===== src/rtl/lcd_drv_pkg.sv =====
// Package: shared constants and the bundle of asynchronous pins that
// are brought into the system clock domain together.
package lcd_drv_pkg;

    parameter int SEG_COUNT = 20;

    typedef struct packed {
        logic sclk;
        logic en;
        logic dat;
        logic bp;
    } pin_bus_t;

endpackage


===== src/rtl/lcd_sync.sv =====
// Two-flop synchronizer for a vector of independent asynchronous bits.
// Assumes each bit is quasi-static relative to clk; no bus coherence.
module lcd_sync #(
    parameter int W = 1
) (
    input  logic         clk,
    input  logic         rst_n,
    input  logic [W-1:0] d,
    output logic [W-1:0] q
);
    logic [W-1:0] stage1;

    // Two register stages per bit, cleared by reset.
    always_ff @(posedge clk) begin
        if (!rst_n) begin
            stage1 <= '0;
            q      <= '0;
        end else begin
            stage1 <= d;
            q      <= stage1;
        end
    end
endmodule


===== src/rtl/lcd_frame_rx.sv =====
// Serial frame receiver and segment latch.
// Inputs are already synchronized. Shifts one bit per rising sclk while
// en is high, then on the falling edge of en commits the segment bits
// (inverted: 0 = lit) if exactly NSEG+1 bits came in and the first was 1.
module lcd_frame_rx #(
    parameter int NSEG = 20
) (
    input  logic            clk,
    input  logic            rst_n,
    input  logic            sclk_s,
    input  logic            en_s,
    input  logic            dat_s,
    output logic [NSEG-1:0] on_q,
    output logic [NSEG:0]   sr_q,
    output logic            en_fall
);
    localparam int FRAME = NSEG + 1;
    localparam int CW    = $clog2(FRAME + 2);
    localparam logic [CW-1:0] CNT_FULL = CW'(FRAME);
    localparam logic [CW-1:0] CNT_SAT  = CW'(FRAME + 1);

    logic          sclk_d;
    logic          en_d;
    logic          sclk_rise;
    logic [CW-1:0] cnt_q;
    logic          frame_ok;
    logic [NSEG-1:0] on_next;

    // Delay copies used for edge detection.
    always_ff @(posedge clk) begin
        if (!rst_n) begin
            sclk_d <= 1'b0;
            en_d   <= 1'b0;
        end else begin
            sclk_d <= sclk_s;
            en_d   <= en_s;
        end
    end

    assign sclk_rise = sclk_s & ~sclk_d;
    assign en_fall   = en_d & ~en_s;

    // Shift register and saturating bit counter; count clears while idle.
    always_ff @(posedge clk) begin
        if (!rst_n) begin
            cnt_q <= '0;
            sr_q  <= '0;
        end else if (!en_s) begin
            cnt_q <= '0;
        end else if (sclk_rise) begin
            sr_q <= {sr_q[FRAME-2:0], dat_s};
            if (cnt_q != CNT_SAT) begin
                cnt_q <= cnt_q + 1'b1;
            end
        end
    end

    assign frame_ok = en_fall && (cnt_q == CNT_FULL) && sr_q[FRAME-1];

    // Map shift position to segment: oldest data bit is segment 1.
    for (genvar k = 0; k < NSEG; k++) begin : g_map
        assign on_next[k] = ~sr_q[NSEG-1-k];
    end

    // Segment latch, loaded only by a well-formed frame.
    always_ff @(posedge clk) begin
        if (!rst_n) begin
            on_q <= '0;
        end else if (frame_ok) begin
            on_q <= on_next;
        end
    end
endmodule


===== src/rtl/lcd_bp_gen.sv =====
// Backplane square-wave generator: inverts its output every HALF clocks,
// giving exactly 50% duty. Output is 0 directly after reset.
module lcd_bp_gen #(
    parameter int HALF = 500000
) (
    input  logic clk,
    input  logic rst_n,
    output logic bp_q
);
    localparam int CW = (HALF > 1) ? $clog2(HALF) : 1;
    localparam logic [CW-1:0] LAST = CW'(HALF - 1);

    logic [CW-1:0] cnt_q;

    // Half-period counter; flips the wave when it wraps.
    always_ff @(posedge clk) begin
        if (!rst_n) begin
            cnt_q <= '0;
            bp_q  <= 1'b0;
        end else if (cnt_q == LAST) begin
            cnt_q <= '0;
            bp_q  <= ~bp_q;
        end else begin
            cnt_q <= cnt_q + 1'b1;
        end
    end
endmodule


===== src/rtl/lcd_static_drv.sv =====
// Top: static LCD driver. Synchronizes the serial pins and the external
// backplane, receives frames, picks the backplane source and drives each
// segment as on-state XOR backplane. slave_mode is a static strap.
module lcd_static_drv #(
    parameter int NSEG    = lcd_drv_pkg::SEG_COUNT,
    parameter int BP_HALF = 500000
) (
    input  logic            clk,
    input  logic            rst_n,
    input  logic            slave_mode,
    input  logic            ser_clk,
    input  logic            ser_en,
    input  logic            ser_dat,
    input  logic            bp_in,
    output logic            bp_out,
    output logic            bp_oe,
    output logic [NSEG-1:0] seg_out
);
    import lcd_drv_pkg::*;

    localparam int PW = $bits(pin_bus_t);

    pin_bus_t        pins_raw;
    pin_bus_t        pins_s;
    logic [NSEG-1:0] on_w;
    logic [NSEG:0]   sr_w;
    logic            en_fall_w;
    logic            bp_gen_w;
    logic            bp_sel;

    assign pins_raw = '{sclk: ser_clk, en: ser_en, dat: ser_dat, bp: bp_in};

    lcd_sync #(.W(PW)) u_sync (
        .clk   (clk),
        .rst_n (rst_n),
        .d     (pins_raw),
        .q     (pins_s)
    );

    lcd_frame_rx #(.NSEG(NSEG)) u_rx (
        .clk     (clk),
        .rst_n   (rst_n),
        .sclk_s  (pins_s.sclk),
        .en_s    (pins_s.en),
        .dat_s   (pins_s.dat),
        .on_q    (on_w),
        .sr_q    (sr_w),
        .en_fall (en_fall_w)
    );

    lcd_bp_gen #(.HALF(BP_HALF)) u_bp (
        .clk   (clk),
        .rst_n (rst_n),
        .bp_q  (bp_gen_w)
    );

    // Backplane source selection and segment modulation.
    always_comb begin
        bp_sel  = slave_mode ? pins_s.bp : bp_gen_w;
        seg_out = on_w ^ {NSEG{bp_sel}};
        bp_out  = bp_gen_w;
        bp_oe   = ~slave_mode;
    end
endmodule


===== config.mk =====
export PLATFORM = sky130hd
export DESIGN_NAME = lcd_static_drv
export DESIGN_NICKNAME = d
export VERILOG_FILES = /design/src/rtl/lcd_drv_pkg.sv /design/src/rtl/lcd_sync.sv /design/src/rtl/lcd_frame_rx.sv /design/src/rtl/lcd_bp_gen.sv /design/src/rtl/lcd_static_drv.sv
export SDC_FILE = /design/constraint.sdc
export NUM_CORES = 1
export LEC_CHECK = 0
export BUFFER_PORTS_ARGS = -buffer_cell sky130_fd_sc_hd__buf_2
export CAP_MARGIN = 0
export CORE_UTILIZATION = 62
export CTS_CLUSTER_DIAMETER = 100
export DETAILED_ROUTE_END_ITERATION = 16
export GPL_ROUTABILITY_DRIVEN = 0
export HOLD_SLACK_MARGIN = 0.15
export PLACE_DENSITY = 0.89
export SLEW_MARGIN = 20
export SYNTH_ARGS = -nofsm -noshare
export SYNTH_HDL_FRONTEND = slang
export SYNTH_SLANG_ARGS = --single-unit
export TNS_END_PERCENT = 1

===== constraint.sdc =====
create_clock -name clk -period 5.2 [get_ports clk]
set_clock_uncertainty 0.2 [all_clocks]
set_input_delay 0.26 -clock clk [delete_from_list [all_inputs] [get_ports clk]]
set_output_delay 0.26 -clock clk [all_outputs]
set_load 0.05 [all_outputs]

==> summary.md, run 1 <==
| Metric | Value |
|---|---|
| Biggest fanout along the worst timing path | 43 |
| Final HPWL from detailed placement | 3230 um |
| Met1 WL | 2410 um |
| Wire length reported by the detailed router | 5090 um |
| Cts bufs inserted | 9 |
| Area inside the core boundary | 0.00472 mm^2 |
| Cell taking the most area after synthesis | sky130_fd_sc_hd__dfxtp_1 |
| Largest family of logic cells by synthesized area | simple AND/OR/NAND/NOR gates |
| Number of hold-slack violations in the final timing report | 0 |
| Worst-path clk slew | 0.08 ns |
| Mean instance size in the synthesized netlist | 8.90 um^2 |
| Primary flip-flop cell chosen by synthesis mapping | sky130_fd_sc_hd__dfxtp_1 |
| RSZ-0062 raised after global routing | false |
| Distinct cell type count after synthesis | 34 |
| Netlist Area Pre-Place | 0.00303 mm^2 |
| Final core utilization | 0.735 |
| Worst Path Arrival | 2.41 ns |
| Areal power density over the cells | 305 mW/mm^2 |
| DRT iter0 DRCs | 123 |
| Clock Sink Count | 76 |
| Sequential share of power | 0.557 |
| Final standard cell area without fillers | 0.00347 mm^2 |
| Worst hold slack | 0.237 ns |
| Critical path launch point | rst_n |
| Share of synthesized cell area in and, or, nand and nor gates | 0.222 |
| Die Y-Extent | 71.9 um |
| Part of the power in combinational logic | 0.049 |
| Post-place instance area | 0.00320 mm^2 |
| Fraction of final layout cells sized beyond drive strength 1 | 0.135 |
| Total area of sequential cells | 0.00152 mm^2 |
| Maximum vdd drop | 0.184 mV |
| Combined area of the multi-input logic cells | 0.00141 mm^2 |
| Standby leakage power | 1.22 nW |
| Number of H-tree branching levels | 3 |
| Port Buf Inserts | 28 |
| Worst Slack Setup Final | 2.83 ns |
| Std cell rows | 25 |
| Post-CTS setup-driven buffer insertion count | 0 |
| Crit path time final | 2.37 ns |
| Routed WL per cell | 11.4 um |
| Warning count from the yosys run | 0 |
| Number of flops mapped to enable cells by yosys | 0 |
| Overflow after GRT | 0 |
| Die W | 71.9 um |
| CTS tree | done |
| Fraction of registers with async set or reset after synthesis | 0 |
| Switch Pwr | 0.276 mW |
| Finished Layout Cells | 445 |
| Worst Setup End Kind | flip-flop |
| Final layout net count | 384 |
| Antenna-violating nets left | 0 |
| Compound-cell area share of the yosys netlist | 0.119 |
| Latest clock arrival within the worst-skew pair | 0.36 ns |
| Post-Synth Adder-Cell Area | 0.0165 |
| Most repeated cell in the gate-level netlist after synthesis | sky130_fd_sc_hd__dfxtp_1 |
| Met2 wire length | 2420 um |
| Largest cells by area after synthesis | sky130_fd_sc_hd__dfxtp_1 50%, sky130_fd_sc_hd__xnor2_1 7.2%, sky130_fd_sc_hd__nand2_1 6.3% |
| Max-Slew Margin vs Limit | 0.273 |
| Source of the worst hold timing path | u_sync.stage1[3] |
| Met3 wire length | 162 um |
| Number of filler cells placed in the layout | 347 |
| Internal power | 0.784 mW |
| Sequential fraction of the synthesis area | 0.503 |
| Startpoint type of the worst setup path | input pin |
| Hold Path Class | flip-flop to flip-flop |
| Tot GR Track Use | 0.218 |
| Total nets after synthesis | 351 |
| Count of state elements after synthesis | 76 |
| Portion of the clock cycle consumed by the worst path in the final layout | 0.455 |
| Sw frac | 0.260 |
| Kind of critical path | input pin to flip-flop |
| Buffers from clock root to sink, at most | 2 |
| Number of global-route vias before repair | 2,040 |
| Actual slew at the worst max-slew pin | 1.08 ns |
| # resized after CTS | 0 |
| Post-Synth XOR/XNOR Area | 0.104 |
| Final Slew Violations | 0 |
| Final total power | 1.06 mW |
| Root Driver | sky130_fd_sc_hd__clkbuf_8 |
| Share of cell area taken by muxes after synthesis | 0.00331 |
| Initial cell density of the core | 0.641 |
| Number of placed cells counting well taps | 420 |
| Number of antenna violations at the first check in global routing | 0 |
| Fraction of power consumed by the clock network | 0.394 |
| Commonest cells in the synthesized netlist | 76 x sky130_fd_sc_hd__dfxtp_1, 51 x sky130_fd_sc_hd__nand2_1, 35 x sky130_fd_sc_hd__nor2_1 |
| Pin count of the biggest net entering global routing | 44 |
| Max Clock Freq | 423 MHz |
| First-pass GRT wire length | 8600 um |
| Result of the run | finished clean |
| Synthesized netlist cell count | 340 |
| Count of boundary I/O pins | 29 |
| Pre-antenna DRT Iters | 4 |
| Total DRC errors in the routed layout | 0 |
| Layout overhead on the synthesized area | 14.7% |
| Finish-stage setup viols | 0 |
| Detail-routed via count per cell | 5.21 |
| Die area | 0.00517 mm^2 |
| Endpoint required time on the critical path | 5.24 ns |
| Vias | 2,319 |
| Pre-CTS setup slack | 2.98 ns |
| Start of the worst register-to-register path | u_bp.cnt_q[0] |
| Uppermost routed layer | met4 |
| # diodes | 0 |
| Total negative slack for setup checks | 0 ns |
| Maximum capacitance violations | 0 |
| Synth top area share | 0.503 |
## layout make-up
type	instances	area share
tap	67	0.0241
sequential	76	0.438
clock buffer	9	0.0357
inverter	7	0.00757
timing repair buffer	39	0.0706
multi-input combinational	240	0.406
clock inverter	7	0.0173
## metal layers
| metal | up-vias | global-route usage |
|---|---|---|
| met3 | 8 | 0.0759 |
| met4 | 0 | 0.105 |
| met1 | 1061 | 0.253 |
| met2 | 34 | 0.362 |
| met5 | - | 0 |
| li1 | 1216 | - |
## path summary, 6_finish.rpt
path | to | slack, ns | cells after the start
setup / recovery | u_rx.on_q[6] | 2.83 | 4
hold / removal | u_sync.q[3] | 0.24 | 1
setup reg to reg | u_bp.cnt_q[13] | 2.95 | 5
hold reg to reg | u_sync.q[3] | 0.24 | 1
## power groups by stage
stage | sequential (mW) | combinational [mW] | clock (mW)
global route | 0.591 | 0.0560 | 0.447
detailed placement | 0.603 | 0.0467 | 0
floorplan | 0.603 | 0.0370 | 0
global placement | 0.603 | 0.0458 | 0
CTS | 0.590 | 0.0519 | 0.427
finish | 0.590 | 0.0517 | 0.418
## cell usage in the layout (no fill, tap or decap), drive strengths merged
master	n
dfxtp	76
nand2	51
nor2	35
a21oi	33
buf	30
xnor2	25
a211oi	15
and2	11
xor2	11
o21ai	10
or3	10
clkbuf	9
dlygate4sd3	9
inv	9
nand3	8
nand4	5
or4	4
ha	4
o31ai	3
clkinvlp	3
and4	3
or4b	2
nand4b	2
clkinv	2
and3	2
mux2i	1
nor2b	1
nand2b	1
nor4	1
nor3	1
nand3b	1
## state kept, by name (all words and copies together) (netlist names)
register,count
u_sync.q,4
u_rx.sclk_d,1
u_bp.cnt_q,19
u_rx.on_q,20
u_rx.cnt_q,5
u_sync.stage1,4
u_rx.en_d,1
u_bp.bp_q,1
u_rx.sr_q,21
## kinds of logic (layout without fill, tap and decap cells)
| group | count (synthesis) | after routing |
|---|---|---|
| compound gates | 61 | 61 |
| xor+xnor | 36 | 36 |
| fa+ha+maj | 4 | 4 |
| buf+inv | 24 | 62 |
| flops | 76 | 76 |
| mux | 1 | 1 |
| simple gates | 138 | 138 |
## worst max-delay path: stages
cell and delay, ns:
sky130_fd_sc_hd__dlygate4sd3_1 0.52, sky130_fd_sc_hd__buf_2 0.22, sky130_fd_sc_hd__clkinv_1 0.89, sky130_fd_sc_hd__a211oi_1 0.51
## what timing repair did
| item | CTS | global route |
|---|---|---|
| endpoints found under the hold margin | 9 | 0 |
| hold buffers | 9 | 0 |
| endpoints found under the setup margin | 0 | 0 |
Note: power is estimated with default switching activity, not from simulation.
==> inputs of run 2 (changes only) <==
- CORE_UTILIZATION: 62 -> 58
- PLACE_DENSITY: 0.89 -> 0.84
- clock period: 5.2 -> 2.3 ns (I/O delays scaled with it)
==> run 2 against run 1 <==
Net effect:
- count of clock-buffer cells in the layout stayed put
- die area increased by 6.7%
- sequential share of layout area is 0.65 points lower
- global-route usage grew 0.28 points
- critical endpoint is now u_bp.cnt_q[10]
- power up 130%
- flip-flop and latch count unchanged
- critical path type is now flip-flop to flip-flop
- cell count is 1.3% higher
- first-iteration DRC count rose by 45%
==> summary.md, run 2 (synthesis gave the netlist of run 1 again) <==
| Metric | Value |
|---|---|
| Finish-stage setup viols | 0 (unchanged) |
| CTS tree | done (unchanged) |
| Switch Pwr | 0.570 mW (was 0.276 mW) |
| Actual slew at the worst max-slew pin | 0.687 ns (was 1.08 ns) |
| Largest register FFs | 21 (unchanged) |
| Number of filler cells placed in the layout | 377 (was 347) |
| Crit path time final | 2.13 ns |
| Max-Slew Margin vs Limit | 0.541 (was 0.273) |
| Biggest register | u_rx.sr_q (unchanged) |
| Post-place instance area | 0.00324 mm^2 (was 0.00320 mm^2) |
| Number of hold-slack violations in the final timing report | 0 (unchanged) |
| Number of antenna violations at the first check in global routing | 0 (unchanged) |
| Detail-routed via count per cell | 5.22 (was 5.21) |
| Die W | 74.2 um (was 71.9 um) |
| Fraction of power consumed by the clock network | 0.402 (was 0.394) |
| Cts bufs inserted | 9 (unchanged) |
| Worst Path Arrival | 2.15 ns (was 2.41 ns) |
| Maximum capacitance violations | 0 (unchanged) |
| DRT iter0 DRCs | 178 (was 123) |
| Pin count of the biggest net entering global routing | 42 (was 44) |
| Routed WL per cell | 12.1 um (was 11.4 um) |
| Number of global-route vias before repair | 2,173 (was 2,040) |
| Number of H-tree branching levels | 3 (unchanged) |
| Biggest regs | u_rx.sr_q x21, u_rx.on_q x20, u_bp.cnt_q x19 (unchanged) |
| Maximum vdd drop | 0.357 mV (was 0.184 mV) |
| Areal power density over the cells | 689 mW/mm^2 (was 305 mW/mm^2) |
| Worst-path clk slew | 0.08 ns (about the same) |
| Final layout net count | 390 (was 384) |
| # resized after CTS | 0 (unchanged) |
| Hold Path Depth | 1 (unchanged) |
| Worst Setup End Kind | flip-flop (unchanged) |
| Buffers from clock root to sink, at most | 2 (unchanged) |
| Tot GR Track Use | 0.221 (was 0.218) |
| Pre-antenna DRT Iters | 4 (unchanged) |
| Internal power | 1.86 mW (was 0.784 mW) |
| Number of cell instances on the worst register-to-register path | 5 (unchanged) |
| # diodes | 0 (unchanged) |
| Final HPWL from detailed placement | 3390 um (was 3230 um) |
| Fraction of final layout cells sized beyond drive strength 1 | 0.148 (was 0.135) |
| Standby leakage power | 1.26 nW (was 1.22 nW) |
| Clock Sink Count | 76 (unchanged) |
| Die Y-Extent | 74.2 um (was 71.9 um) |
| Most frequent cells in the layout | 76 x sky130_fd_sc_hd__dfxtp_1, 51 x sky130_fd_sc_hd__nand2_1, 35 x sky130_fd_sc_hd__nor2_1, 33 x sky130_fd_sc_hd__a21oi_1, 28 x sky130_fd_sc_hd__buf_2 (unchanged) |
| GRT met2 Usage | 0.386 (was 0.362) |
| Latest clock arrival within the worst-skew pair | 0.35 ns (was 0.36 ns) |
| Result of the run | finished clean (unchanged) |
| Port Buf Inserts | 28 (unchanged) |
| Count of boundary I/O pins | 29 (unchanged) |
| Final Slew Violations | 0 (unchanged) |
| Startpoint type of the worst setup path | flip-flop (was input pin) |
| RSZ-0062 raised after global routing | false (unchanged) |
| Layout overhead on the synthesized area | 16.5% (was 14.7%) |
| Root Driver | sky130_fd_sc_hd__clkbuf_8 (unchanged) |
| Area inside the core boundary | 0.00488 mm^2 (was 0.00472 mm^2) |
| Std cell rows | 25 (unchanged) |
| Hold Path Class | flip-flop to flip-flop (unchanged) |
| Antenna-violating nets left | 0 (unchanged) |
| Sequential share of power | 0.549 (was 0.557) |
| Endpoint required time on the critical path | 2.32 ns (was 5.24 ns) |
| Part of the power in combinational logic | 0.049 (about the same) |
| Final total power | 2.43 mW (was 1.06 mW) |
| Total DRC errors in the routed layout | 0 (unchanged) |
| Max Clock Freq | 468 MHz |
| GRT Max-Usage Layer | met2 (unchanged) |
| Overflow after GRT | 0 (unchanged) |
| Vias | 2,353 (was 2,319) |
| Most common library cell in the layout ignoring fill and taps | sky130_fd_sc_hd__dfxtp_1 (unchanged) |
| Portion of the clock cycle consumed by the worst path in the final layout | 0.928 |
| Kind of critical path | flip-flop to flip-flop (was input pin to flip-flop) |
| Final standard cell area without fillers | 0.00352 mm^2 (was 0.00347 mm^2) |
| Sw frac | 0.234 (was 0.260) |
| First-pass GRT wire length | 9230 um (was 8600 um) |
| Biggest fanout along the worst timing path | 18 (was 43) |
| Die area | 0.00551 mm^2 (was 0.00517 mm^2) |
| Initial cell density of the core | 0.620 (was 0.641) |
| Wire length reported by the detailed router | 5460 um (was 5090 um) |
| Routing usage on met3 | 0.0447 (was 0.0759) |
| GR Util met1 | 0.252 (was 0.253) |
==> run 2: worst paths after layout <==
path,startpoint,end,slack (ns)
worst min register to register,u_sync.stage1[3],u_sync.q[3],0.24
worst min-delay path,u_sync.stage1[3],u_sync.q[3],0.24
worst max-delay path,u_bp.cnt_q[0],u_bp.cnt_q[10],0.17
worst max register to register,u_bp.cnt_q[0],u_bp.cnt_q[10],0.17
==> run 2: per-stage QoR <==
stage	setup slack [ns]	hold slack [ns]	utilization	TNS [ns]	instances
4_1_cts	0.161	0.239	0.722	0	451
3_5_place_dp	0.192	0.127	0.665	0	426
6_report	0.165	0.238	0.722	0	451
2_1_floorplan	-0.00696	0.0423	-	-0.139	340
5_1_grt	0.00899	0.265	0.722	0	451
3_3_place_gp	0.239	0.120	0.665	0	426
==> run 2: what timing repair did <==
action | in CTS | in global routing
hold buffers | 9 | 0
hold endpoints to repair | 35 | 0
setup buffers | 0 | 0
==> run 2: worst max-delay path, stage by stage, from the launching register on <==
cell and delay (ns):
sky130_fd_sc_hd__dfxtp_1 0.38, sky130_fd_sc_hd__ha_1 0.20, sky130_fd_sc_hd__nand3_1 0.11, sky130_fd_sc_hd__or4_1 0.58
sky130_fd_sc_hd__o21ai_4 0.44, sky130_fd_sc_hd__nor2_1 0.10
==> run 2: layout make-up <==
cell class,instances,area (um^2),share of cell area
clock buffers,9,124,0.0351
repair buffers,45,290,0.0824
well taps,67,83.8,0.0238
multi-input cells,240,1410,0.400
flip-flops and latches,76,1520,0.432
inverters,7,26.3,0.00745
clock inverters,7,67.6,0.0192
==> run 2: power groups by stage <==
stage          combinational (mW)  sequential (mW)  clock [mW]
2_1_floorplan              0.0836             1.36           0
3_3_place_gp                0.106             1.36           0
3_5_place_dp                0.108             1.36           0
4_1_cts                     0.120             1.33       0.999
5_1_grt                     0.129             1.33        1.04
6_report                    0.119             1.33       0.978
==> run 2: layer usage <==
metal	share of wire	vias up	wire (um)
met1	0.46	1081	2510
met4	0.017	0	91
met3	0.036	8	197
met2	0.49	39	2660
li1	-	1225	-
met5	0	-	0
==> inputs of run 3 (changes only) <==
- CORE_UTILIZATION: 58 -> 59
- PLACE_DENSITY: 0.84 -> 0.85
- SYNTH_HIERARCHICAL: not set -> 1
- TNS_END_PERCENT: 1 -> 10
==> run 3 against run 2 <==
Net effect:
- routed wire length hardly changed
- sequential power hardly changed
- flip-flop and latch count stayed put
- global-route usage is 1.7 points lower
- die area is 8.1% higher
- first-iteration DRC count is 33% lower
- design area is 7.3% higher
- cell count is 5.3% higher
- non-clock buffer count is 3 lower
- setup slack worse by 0.017 ns
- largest cell class is now multi-input gates
==> summary.md, run 3 <==
| Metric | Value |
|---|---|
| Root Driver | sky130_fd_sc_hd__clkbuf_8 (unchanged) |
| First-pass GRT wire length | 9780 um (was 9230 um) |
| Actual slew at the worst max-slew pin | 0.428 ns (was 0.687 ns) |
| Number of antenna violations at the first check in global routing | 0 (unchanged) |
| Endpoint required time on the critical path | 2.31 ns (was 2.32 ns) |
| Largest cells by area after synthesis | sky130_fd_sc_hd__dfxtp_1 46%, sky130_fd_sc_hd__xnor2_1 8.4%, sky130_fd_sc_hd__nand2_1 7.8% (was sky130_fd_sc_hd__dfxtp_1 50%, sky130_fd_sc_hd__xnor2_1 7.2%, sky130_fd_sc_hd__nand2_1 6.3%) |
| Final HPWL from detailed placement | 3700 um (was 3390 um) |
| Result of the run | finished clean (unchanged) |
| Finish-stage setup viols | 0 (unchanged) |
| Clock Sink Count | 76 (unchanged) |
| Max Clock Freq | 465 MHz (was 468 MHz) |
| Commonest cells in the synthesized netlist | 76 x sky130_fd_sc_hd__dfxtp_1, 69 x sky130_fd_sc_hd__nand2_1, 32 x sky130_fd_sc_hd__xnor2_1 (was 76 x sky130_fd_sc_hd__dfxtp_1, 51 x sky130_fd_sc_hd__nand2_1, 35 x sky130_fd_sc_hd__nor2_1) |
| Buffers from clock root to sink, at most | 2 (unchanged) |
| Total nets after synthesis | 372 (was 351) |
| Synthesized netlist cell count | 361 (was 340) |
| Most frequent cells in the layout | 76 x sky130_fd_sc_hd__dfxtp_1, 69 x sky130_fd_sc_hd__nand2_1, 32 x sky130_fd_sc_hd__xnor2_1, 28 x sky130_fd_sc_hd__buf_2 (was 76 x sky130_fd_sc_hd__dfxtp_1, 51 x sky130_fd_sc_hd__nand2_1, 35 x sky130_fd_sc_hd__nor2_1, 33 x sky130_fd_sc_hd__a21oi_1, 28 x sky130_fd_sc_hd__buf_2) |
| Initial cell density of the core | 0.610 (was 0.620) |
| Startpoint type of the worst setup path | flip-flop (unchanged) |
| Worst Slack Setup Final | 0.148 ns (was 0.165 ns) |
| Detail-routed via count per cell | 5.19 (was 5.22) |
| Worst Setup End Kind | flip-flop (unchanged) |
| Antenna-violating nets left | 0 (unchanged) |
| Overflow after GRT | 0 (unchanged) |
| Total DRC errors in the routed layout | 0 (unchanged) |
| Max-Slew Margin vs Limit | 0.712 (was 0.541) |
| Number of H-tree branching levels | 3 (unchanged) |
| Cell taking the most area after synthesis | sky130_fd_sc_hd__dfxtp_1 (unchanged) |
| Crit path time final | 2.15 ns (was 2.13 ns) |
| Most common library cell in the layout ignoring fill and taps | sky130_fd_sc_hd__dfxtp_1 (unchanged) |
| GR Util met1 | 0.234 (was 0.252) |
| Areal power density over the cells | 644 mW/mm^2 (was 689 mW/mm^2) |
| Portion of the clock cycle consumed by the worst path in the final layout | 0.936 (was 0.928) |
| Final total power | 2.44 mW (was 2.43 mW) |
| Number of global-route vias before repair | 2,374 (was 2,173) |
| Pre-CTS setup slack | 0.144 ns (was 0.192 ns) |
| Biggest fanout along the worst timing path | 16 (was 18) |
| Post-CTS setup-driven buffer insertion count | 0 (unchanged) |
| Final Slew Violations | 0 (unchanged) |
| Port Buf Inserts | 28 (unchanged) |
| Cts bufs inserted | 9 (unchanged) |
| Wire length reported by the detailed router | 5460 um (about the same) |
| Worst Path Arrival | 2.16 ns (was 2.15 ns) |
| Number of hold-slack violations in the final timing report | 0 (unchanged) |
| Mean instance size in the synthesized netlist | 9.24 um^2 (was 8.90 um^2) |
| Count of state elements after synthesis | 76 (unchanged) |
| Die area | 0.00596 mm^2 (was 0.00551 mm^2) |
| Synth top area share | 0.456 (was 0.503) |
| Vias | 2,463 (was 2,353) |
| Number of flops mapped to enable cells by yosys | 0 (unchanged) |
| Hold Path Class | flip-flop to flip-flop (unchanged) |
| Routed WL per cell | 11.5 um (was 12.1 um) |
| Final layout net count | 409 (was 390) |
| Routing usage on met3 | 0.0381 (was 0.0447) |
| Area inside the core boundary | 0.00547 mm^2 (was 0.00488 mm^2) |
| CTS tree | done (unchanged) |
| Fraction of final layout cells sized beyond drive strength 1 | 0.149 (was 0.148) |
| Die W | 77.2 um (was 74.2 um) |
| Biggest regs | u_rx/sr_q x21, u_rx/on_q x20, u_bp/cnt_q x19 (was u_rx.sr_q x21, u_rx.on_q x20, u_bp.cnt_q x19) |
| Latest clock arrival within the worst-skew pair | 0.34 ns (was 0.35 ns) |
| Pre-antenna DRT Iters | 4 (unchanged) |
| DRT iter0 DRCs | 120 (was 178) |
| RSZ-0062 raised after global routing | false (unchanged) |
| GRT met2 Usage | 0.348 (was 0.386) |
| Worst-path clk slew | 0.08 ns (about the same) |
| Tot GR Track Use | 0.204 (was 0.221) |
| Most repeated cell in the gate-level netlist after synthesis | sky130_fd_sc_hd__dfxtp_1 (unchanged) |
| # diodes | 0 (unchanged) |
| Maximum vdd drop | 0.421 mV (was 0.357 mV) |
| Standby leakage power | 1.38 nW (was 1.26 nW) |
| Biggest register | u_rx/sr_q (was u_rx.sr_q) |
| Distinct cell type count after synthesis | 41 (was 34) |
| Die Y-Extent | 77.2 um (was 74.2 um) |
| Warning count from the yosys run | 6 (was 0) |
| Largest register FFs | 21 (unchanged) |
| Maximum capacitance violations | 0 (unchanged) |
| Netlist Area Pre-Place | 0.00334 mm^2 (was 0.00303 mm^2) |
| Pin count of the biggest net entering global routing | 30 (was 42) |
| Layout overhead on the synthesized area | 13.4% (was 16.5%) |
| Kind of critical path | flip-flop to flip-flop (unchanged) |
| Primary flip-flop cell chosen by synthesis mapping | sky130_fd_sc_hd__dfxtp_1 (unchanged) |
| Fraction of registers with async set or reset after synthesis | 0 (unchanged) |
| GRT Max-Usage Layer | met2 (unchanged) |
| Sequential fraction of the synthesis area | 0.456 (was 0.503) |
| Std cell rows | 27 (was 25) |
| Number of filler cells placed in the layout | 414 (was 377) |
| Register-to-register setup slack | 0.15 ns (was 0.17 ns) |
| Count of boundary I/O pins | 29 (unchanged) |
| Total negative slack for setup checks | 0 ns (unchanged) |
-- run 3: changes by cell type after synthesis, moves of 7 or more --
cell | previous run | this run
sky130_fd_sc_hd__mux2i_1 | 1 | 22
sky130_fd_sc_hd__xnor2_1 | 25 | 32
sky130_fd_sc_hd__nor2_1 | 35 | 20
sky130_fd_sc_hd__xor2_1 | 11 | 2
sky130_fd_sc_hd__nand2b_1 | 1 | 22
sky130_fd_sc_hd__or3_1 | 9 | 2
sky130_fd_sc_hd__a21boi_0 | 0 | 21
sky130_fd_sc_hd__a211oi_1 | 15 | 0
sky130_fd_sc_hd__nand2_1 | 51 | 69
sky130_fd_sc_hd__a21oi_1 | 33 | 6
sky130_fd_sc_hd__clkbuf_1 | 14 | 7
-- run 3: per-layer routing --
metal	wire length, um	vias to the layer above
met4	99	0
li1	-	1277
met5	0	-
met2	2660	41
met1	2530	1135
met3	177	10
-- run 3: cells by family after synthesis --
logic type | Yosys count | synth area share
AO/OA/AOI/OAI | 36 | 0.0761
XOR/XNOR | 34 | 0.0893
buffers and inverters | 24 | 0.0398
multiplexers | 23 | 0.0701
AND/OR/NAND/NOR | 164 | 0.254
flip-flops | 76 | 0.456
adder cells (fa/ha/maj) | 4 | 0.0150
-- run 3: through the flow --
step / cells / util / hold WS [ns] / cell area, um^2
final: 475 / 0.691 / 0.238 / 3780
after global routing: 475 / 0.691 / 0.255 / 3780
after CTS: 475 / 0.690 / 0.239 / 3780
after detailed placement: 452 / 0.642 / 0.127 / 3520
after global placement: 452 / 0.642 / 0.120 / 3520
after floorplan: 361 / - / 0.0367 / 3340
-- run 3: final timing paths --
path,endpoint,depth (start not counted),from
worst max-delay path,u_bp/cnt_q[14],5,u_bp/cnt_q[0]
worst min-delay path,u_sync/q[1],1,u_sync/stage1[1]
worst max register to register,u_bp/cnt_q[14],5,u_bp/cnt_q[0]
worst min register to register,u_sync/q[1],1,u_sync/stage1[1]
-- run 3: cell type report --
| cell class | count | area [um^2] | share of cell area |
|---|---|---|---|
| Clock buffer | 9 | 124 | 0.0327 |
| Sequential cell | 76 | 1520 | 0.402 |
| Timing Repair Buffer | 42 | 263 | 0.0695 |
| Clock inverter | 7 | 66.3 | 0.0175 |
| Inverter | 8 | 30.0 | 0.00794 |
| Multi-Input combinational cell | 261 | 1690 | 0.446 |
| Tap cell | 72 | 90.1 | 0.0238 |
-- run 3: power by group --
group,switching [mW],internal (mW),leakage (nW)
Sequential,0.00918,1.33,0.614
Combinational,0.0857,0.0471,0.665
Clock,0.470,0.497,0.0992
Total,0.565,1.87,1.38
-- run 3: repair_timing --
item / 4_1_cts / 5_1_grt
hold buffers: 7 / 0
endpoints found under the setup margin: 0 / 1
hold endpoints to repair: 23 / 0
resized for setup: 0 / 1
-- run 3: critical path, stage by stage, from the launching register on --
cell	delay (ns)
sky130_fd_sc_hd__dfxtp_1	0.41
sky130_fd_sc_hd__ha_1	0.28
sky130_fd_sc_hd__nand4_4	0.11
sky130_fd_sc_hd__or4b_4	0.52
sky130_fd_sc_hd__o21ai_4	0.40
sky130_fd_sc_hd__nor2_1	0.10
